File: config.mk
export PLATFORM = sky130hd
export DESIGN_NAME = knock_unlock
export DESIGN_NICKNAME = d
export VERILOG_FILES = /design/src/rtl/knock_pkg.sv /design/src/rtl/knock_seq_fsm.sv /design/src/rtl/knock_ctrl_reg.sv /design/src/rtl/knock_rd_mux.sv /design/src/rtl/knock_unlock.sv
export SDC_FILE = /design/constraint.sdc
export NUM_CORES = 1
export LEC_CHECK = 0
export BUFFER_PORTS_ARGS = -buffer_cell sky130_fd_sc_hd__buf_4
export CAP_MARGIN = 20
export CELL_PAD_IN_SITES_DETAIL_PLACEMENT = 1
export CELL_PAD_IN_SITES_GLOBAL_PLACEMENT = 2
export CORE_MARGIN = 2
export CORE_UTILIZATION = 27
export CTS_CLUSTER_DIAMETER = 60
export CTS_CLUSTER_SIZE = 30
export DETAILED_ROUTE_END_ITERATION = 7
export PLACE_DENSITY = 0.86
export SLEW_MARGIN = 20
export SYNTH_ARGS = -nofsm -noshare
export SYNTH_HDL_FRONTEND = slang
export SYNTH_HIERARCHICAL = 1
export SYNTH_SLANG_ARGS = --single-unit
File: constraint.sdc
create_clock -name clk_i -period 2.8 [get_ports clk_i]
set_clock_uncertainty 0.05 [all_clocks]
set_input_delay 0.7 -clock clk_i [delete_from_list [all_inputs] [get_ports clk_i]]
set_output_delay 0.7 -clock clk_i [all_outputs]
set_load 0.05 [all_outputs]
File: src/rtl/knock_pkg.sv
package knock_pkg;
  typedef enum logic [1:0] {
    KS_LOCKED = 2'd0,
    KS_ARMED  = 2'd1,
    KS_OPEN   = 2'd2
  } knock_st_e;
endpackage

File: src/rtl/knock_seq_fsm.sv
module knock_seq_fsm
  import knock_pkg::*;
#(
  parameter int unsigned  DATA_W = 8,
  parameter logic [DATA_W-1:0] KEY0 = 8'h42,
  parameter logic [DATA_W-1:0] KEY1 = 8'h52
) (
  input  logic              clk_i,
  input  logic              rst_ni,
  input  logic              ctrl_wr_i,
  input  logic [DATA_W-1:0] wdata_i,
  output logic              active_o,
  output logic              armed_o
);
  knock_st_e st_q, st_d;

  always_comb begin
    st_d = st_q;
    if (ctrl_wr_i) begin
      unique case (st_q)
        KS_LOCKED: if (wdata_i == KEY0) st_d = KS_ARMED;
        KS_ARMED: begin
          if (wdata_i == KEY1)      st_d = KS_OPEN;
          else if (wdata_i == KEY0) st_d = KS_ARMED;  // fresh first key
          else                      st_d = KS_LOCKED;
        end
        default: st_d = KS_OPEN;                     // sticky until reset
      endcase
    end
  end

  always_ff @(posedge clk_i or negedge rst_ni) begin
    if (!rst_ni) st_q <= KS_LOCKED;
    else         st_q <= st_d;
  end

  assign active_o = (st_q == KS_OPEN);
  assign armed_o  = (st_q == KS_ARMED);
endmodule

File: src/rtl/knock_ctrl_reg.sv
module knock_ctrl_reg #(
  parameter int unsigned BITS_W = 7,
  parameter logic [BITS_W-1:0] RST_VAL = '0
) (
  input  logic              clk_i,
  input  logic              rst_ni,
  input  logic              wr_en_i,
  input  logic [BITS_W-1:0] wdata_i,
  output logic [BITS_W-1:0] bits_o
);
  always_ff @(posedge clk_i or negedge rst_ni) begin
    if (!rst_ni)      bits_o <= RST_VAL;
    else if (wr_en_i) bits_o <= wdata_i;
  end
endmodule

File: src/rtl/knock_rd_mux.sv
module knock_rd_mux #(
  parameter int unsigned DATA_W = 8,
  parameter logic [DATA_W-1:0] IDLE_VAL = 8'hFF
) (
  input  logic              active_i,
  input  logic              rd_hit_i,
  input  logic [DATA_W-2:0] bits_i,
  output logic [DATA_W-1:0] rdata_o,
  output logic              rdrive_o
);
  // top bit reads 0 so an active read never matches the idle pattern
  always_comb begin
    rdrive_o = active_i && rd_hit_i;
    rdata_o  = rdrive_o ? {1'b0, bits_i} : IDLE_VAL;
  end
endmodule

File: src/rtl/knock_unlock.sv
module knock_unlock #(
  parameter int unsigned ADDR_W = 6,
  parameter int unsigned DATA_W = 8,
  parameter logic [ADDR_W-1:0] CTRL_ADDR = 6'h31,
  parameter logic [DATA_W-1:0] KEY0 = 8'h42,
  parameter logic [DATA_W-1:0] KEY1 = 8'h52,
  parameter logic [DATA_W-1:0] IDLE_VAL = 8'hFF
) (
  input  logic              clk_i,
  input  logic              rst_ni,
  input  logic [ADDR_W-1:0] addr_i,
  input  logic [DATA_W-1:0] wdata_i,
  input  logic              we_i,
  input  logic              re_i,
  output logic [DATA_W-1:0] rdata_o,
  output logic              rdrive_o,
  output logic              active_o
);
  localparam int unsigned BITS_W = DATA_W - 1;

  logic              ctrl_hit;
  logic              ctrl_wr;
  logic              key_armed;
  logic [BITS_W-1:0] ctrl_bits;

  assign ctrl_hit = (addr_i == CTRL_ADDR);
  assign ctrl_wr  = we_i && ctrl_hit;

  knock_seq_fsm #(
    .DATA_W(DATA_W), .KEY0(KEY0), .KEY1(KEY1)
  ) u_seq (
    .clk_i    (clk_i),
    .rst_ni   (rst_ni),
    .ctrl_wr_i(ctrl_wr),
    .wdata_i  (wdata_i),
    .active_o (active_o),
    .armed_o  (key_armed)
  );

  knock_ctrl_reg #(
    .BITS_W(BITS_W), .RST_VAL('0)
  ) u_ctrl (
    .clk_i  (clk_i),
    .rst_ni (rst_ni),
    .wr_en_i(ctrl_wr && active_o),
    .wdata_i(wdata_i[BITS_W-1:0]),
    .bits_o (ctrl_bits)
  );

  knock_rd_mux #(
    .DATA_W(DATA_W), .IDLE_VAL(IDLE_VAL)
  ) u_rd (
    .active_i(active_o),
    .rd_hit_i(re_i && ctrl_hit),
    .bits_i  (ctrl_bits),
    .rdata_o (rdata_o),
    .rdrive_o(rdrive_o)
  );
endmodule

==> flow_summary.json, run 1 <==
{
  "run_status": "finished, final reports clean",
  "core_um2": 1922,
  "crit_start": "addr_i[1]",
  "io_buffers": 27,
  "area_growth_pct": 44.97,
  "hold_viol_final": 0,
  "drc": 0,
  "start_util_pct": 27.80,
  "synth_area_um2": 534.3,
  "drt_first_pass_iters": 1,
  "layout-drive-gt1-share_pct": 58.90,
  "period_share_pct": 87.01,
  "finalMaxSlewViolations": 0,
  "clk_pin_slew_ns": 0.06,
  "irDropWorstVdd_uv": 138.1,
  "slowest_stage": "and3_2",
  "cellPowerDensity_nw_per_um2": 340.9,
  "rsz0062_at_grt": "false",
  "setup_viol_count_final": 0,
  "dieArea_um2": 2351,
  "fp.dieH_um": 48.49,
  "synth_area_per_cell_um2": 12.14,
  "nets": 92,
  "finalCriticalPeriod_ns": 2.436,
  "drt_iter0_markers": 0,
  "cts_resized": 0,
  "finalWeightedCongestion": 0.6709,
  "worstPathRequired_ns": 2.05,
  "power_mw": 0.2640,
  "timing.rr.end": "u_ctrl/bits_o[6]$_DFFE_PN0P_",
  "clock_sinks": 9,
  "clock_latency_ns": 0.25,
  "ctsHtreeMaxLevel": 1,
  "grt_pass1_wl_um": 1876,
  "reg2reg_from": "u_seq/st_q[1]$_DFFE_PN0P_",
  "slowest_delay_ns": 0.28,
  "cap_viol_max_count": 0,
  "wire_per_inst_um": 11.59,
  "startpoint_type": "input pin",
  "route.vias.total": 442,
  "grt_max_degree": 12,
  "holdBufCountCts": 0,
  "ant_nets": 0,
  "synth_nets": 62,
  "fin_tns_setup_ns": 0,
  "track_usage_pct": 10.74,
  "worstSetupEndpoint": "rdrive_o",
  "drt_wl_total_um": 1159,
  "ys_warn_count": 6,
  "min_path_type": "input pin to asynchronous set/reset pin",
  "cts_tree": "done",
  "path_class": "input pin to output pin",
  "cp.arrival_ns": 1.69,
  "post-cts-setup-buffers": 0,
  "die_x_um": 48.49,
  "grt_pass1_vias": 441,
  "fp-row-count": 16,
  "cp-end-kind": "output pin",
  "clockBufferDepth": 2,
  "path_cells": "buf_4, and4b_1, and3_2, and2_4, buf_4",
  "tightest_slew_ns": 0.4446,
  "max_freq_mhz": 410.5,
  "antenna_found_initial": 0,
  "ctsRootBufferMaster": "clkbuf_4",
  "num_io_pins": 28,
  "cts_buffers": 3,
  "diodes": 0,
  "max_slew_margin_pct": 70.36,
  "dp_hpwl_um": 1011,
  "leakage_nw": 0.3682,
  "worst-r2r-cell-count": 4,
  "grt-ovfl-total": 0,
  "via_per_inst": 4.420,
  "postSynthCellCount": 44,
  "crit_top_cell": "buf_4",
  "critPathMaxFanout": 9,
  "rrSetupSlack_ns": 1.12
}
power breakdown:
| group | leakage, nW | switching, mW | internal (mW) |
|---|---|---|---|
| Clock | 0.0150 | 0.0441 | 0.0549 |
| Combinational | 0.231 | 0.0109 | 0.0192 |
| Sequential | 0.123 | 0.00207 | 0.133 |
| Total | 0.368 | 0.0571 | 0.207 |
registers in the layout, indices dropped and copies added, names as in the netlist:
register / count
u_seq/st_q: 2
u_ctrl/bits_o: 7
cell usage in the layout (no fill, tap or decap), types with 2 or more instances in the layout:
| cell | instances |
|---|---|
| nand3b_1 | 7 |
| nor2b_1 | 2 |
| nand2_1 | 2 |
| dfrtp_1 | 9 |
| nor2_1 | 3 |
| and3_2 | 2 |
| mux2_4 | 7 |
| buf_4 | 28 |
| clkbuf_4 | 3 |
critical path, delay by kind of cell:
family                 cells  cell delay, ns
AND/OR/NAND/NOR            3            0.70
buffers and inverters      2            0.28
layer usage:
| metal | global-route usage [%] | routed length [um] | part of all wire, % |
|---|---|---|---|
| met2 | 19.21 | 606 | 52 |
| met3 | 2.778 | 97 | 8.4 |
| met4 | 5.714 | 14 | 1.2 |
| met1 | 11.57 | 441 | 38 |
| met5 | 0 | 0 | 0 |
area by class of cell:
type / count / area, um2
clock buffer: 4 / 26.28
multi-input combinational: 31 / 275.3
fill: 238 / 1147
tap: 27 / 33.78
inverter: 1 / 3.754
sequential: 9 / 225.2
timing repair buffer: 28 / 210.2
worst min path at each step:
| stage | startpoint | endpoint | slack, ns | cells past startpoint |
|---|---|---|---|---|
| 2_1_floorplan | rst_ni | u_ctrl/bits_o[0]$_DFFE_PN0P_ | 0.35 | 0 |
| 3_3_place_gp | u_ctrl/bits_o[6]$_DFFE_PN0P_ | u_ctrl/bits_o[6]$_DFFE_PN0P_ | 0.44 | 1 |
| 3_5_place_dp | u_ctrl/bits_o[0]$_DFFE_PN0P_ | u_ctrl/bits_o[0]$_DFFE_PN0P_ | 0.44 | 1 |
| 4_1_cts | rst_ni | u_seq/st_q[0]$_DFFE_PN0P_ | 0.21 | 1 |
| 5_1_grt | rst_ni | u_seq/st_q[0]$_DFFE_PN0P_ | 0.20 | 1 |
| 6_report | rst_ni | u_seq/st_q[0]$_DFFE_PN0P_ | 0.21 | 1 |
per-stage QoR:
step	util, %	instance area, um2	hold WS (ns)	worst slack [ns]	instances
after detailed placement	38.93	748.2	0.4392	0.3549	96
final	40.30	774.5	0.2075	0.3637	100
after floorplan	-	534.3	0.3544	0.2720	44
after CTS	40.30	774.5	0.2062	0.3549	100
after global routing	40.30	774.5	0.2003	0.3102	100
after global placement	38.93	748.2	0.4409	0.3734	96
Note: power is estimated with default switching activity, not from simulation.
==> run 2: changes to the inputs <==
--- a/constraint.sdc
+++ b/constraint.sdc
@@ -3,3 +3,3 @@
 set_input_delay 0.7 -clock clk_i [delete_from_list [all_inputs] [get_ports clk_i]]
 set_output_delay 0.7 -clock clk_i [all_outputs]
-set_load 0.05 [all_outputs]
+set_load 0.005 [all_outputs]
==> run 2 against run 1 <==
Effect of this change:
- global-route usage fell by 0.052 points
- largest power group unchanged
- die area did not move
- design area fell by 0.97%
==> flow_summary.json, run 2 (synthesis gave the netlist of run 1 again) <==
{
  "max_slew_margin_pct": 50.15,
  "io_buffers": 27,
  "layout-drive-gt1-share_pct": 58.33,
  "drt_iter0_markers": 2,
  "rsz0062_at_grt": "false",
  "cts_tree": "done",
  "critPathMaxFanout": 9,
  "holdBufCountCts": 0,
  "finalWeightedCongestion": 0.7000,
  "antenna_found_initial": 0,
  "leakage_nw": 0.3628,
  "drt_wl_total_um": 1223,
  "setup_ws_ns": 0.4262,
  "cts_resized": 0,
  "clock_sinks": 9,
  "fp-row-count": 16,
  "cp.arrival_ns": 1.62,
  "cellPowerDensity_nw_per_um2": 346.2,
  "drc": 0,
  "clock_latency_ns": 0.25,
  "path_class": "input pin to output pin",
  "route.vias.total": 439,
  "grt-ovfl-total": 0,
  "grt_pass1_wl_um": 1925,
  "irDropWorstVdd_uv": 149.0,
  "track_usage_pct": 10.69,
  "ctsHtreeMaxLevel": 1,
  "largest_register_ffs": 7,
  "ctsRootBufferMaster": "clkbuf_4",
  "hold_viol_final": 0,
  "worstPathRequired_ns": 2.05,
  "dp_hpwl_um": 1034,
  "min_path_type": "input pin to asynchronous set/reset pin",
  "cap_viol_max_count": 0,
  "start_util_pct": 27.80,
  "top_register": "u_ctrl/bits_o",
  "startpoint_type": "input pin",
  "rrSetupSlack_ns": 0.68,
  "post-cts-setup-buffers": 0,
  "nets": 91,
  "layout_commonest_cell": "buf_4",
  "area_growth_pct": 43.56,
  "final_util_pct": 39.91,
  "grt_pass1_vias": 448,
  "clockBufferDepth": 2,
  "power_mw": 0.2655,
  "postLayoutCellArea_um2": 767.0,
  "ant_nets": 0,
  "grt_max_degree": 12,
  "clk_pin_slew_ns": 0.06,
  "die_x_um": 48.49,
  "num_io_pins": 28,
  "place_ws_ns": 0.4094,
  "fp.dieH_um": 48.49,
  "via_per_inst": 4.434,
  "period_share_pct": 84.78,
  "core_um2": 1922,
  "max_freq_mhz": 421.3,
  "tightest_slew_ns": 0.7462,
  "diodes": 0,
  "drt_first_pass_iters": 2,
  "wire_per_inst_um": 12.35,
  "finalCriticalPeriod_ns": 2.374,
  "finalMaxSlewViolations": 0,
  "cts_buffers": 3,
  "largestRegisters": "u_ctrl/bits_o: 7 flops, u_seq/st_q: 2 flops",
  "cp-end-kind": "output pin",
  "layout_common_cells": "buf_4 (27), dfrtp_1 (9), mux2_4 (7), nand3b_1 (7)",
  "run_status": "finished, final reports clean",
  "dieArea_um2": 2351,
  "dpl_cell_area_um2": 740.7,
  "fin_tns_setup_ns": 0,
  "setup_viol_count_final": 0
}
==> run 2: changes by cell type in the layout (fill, tap and decap cells not counted), sizes merged <==
cell	before	now
buf	28	27
==> run 2: per-layer routing <==
layer  track usage (%)  routed length, um  up-vias
li1                  -                  -      212
met1             11.42                453      207
met2             21.30                667       20
met3             1.852                102        0
met4             2.857                  0        0
met5                 0                  0        -
==> run 2: layout make-up <==
| type | count | area, um2 |
|---|---|---|
| multi-input cells | 31 | 275.3 |
| flip-flops and latches | 9 | 225.2 |
| repair buffers | 27 | 202.7 |
| fillers | 245 | 1155 |
| inverters | 1 | 3.754 |
| well taps | 27 | 33.78 |
| clock buffers | 4 | 26.28 |
==> run 2: worst paths after layout <==
path / from / end / depth (start not counted)
hold reg to reg: u_ctrl/bits_o[3]$_DFFE_PN0P_ / u_ctrl/bits_o[3]$_DFFE_PN0P_ / 1
setup reg to reg: u_seq/st_q[1]$_DFFE_PN0P_ / u_ctrl/bits_o[4]$_DFFE_PN0P_ / 3
hold / removal: rst_ni / u_ctrl/bits_o[6]$_DFFE_PN0P_ / 1
setup / recovery: addr_i[1] / rdata_o[2] / 5
min in group clk_i: u_ctrl/bits_o[3]$_DFFE_PN0P_ / u_ctrl/bits_o[3]$_DFFE_PN0P_ / 1
max in group asynchronous: rst_ni / u_ctrl/bits_o[4]$_DFFE_PN0P_ / 1
==> run 2: per-stage QoR <==
stage / hold slack, ns / instances
after detailed placement: 0.4389 / 95
after floorplan: 0.3544 / 44
after CTS: 0.2014 / 99
after global placement: 0.4394 / 95
after global routing: 0.2006 / 99
final: 0.2065 / 99
==> run 2: worst max-delay path, stage by stage <==
cell      delay (ns)
buf_4           0.11
and4b_1         0.25
and3_2          0.29
nand3b_1        0.10
buf_4           0.17
==> run 2: power breakdown <==
part | total (mW) | internal, mW | leakage, nW | switching [mW]
Clock | 0.100 | 0.0549 | 0.0150 | 0.0452
Combinational | 0.0302 | 0.0192 | 0.225 | 0.0110
Sequential | 0.135 | 0.133 | 0.123 | 0.00247
Total | 0.266 | 0.207 | 0.363 | 0.0586
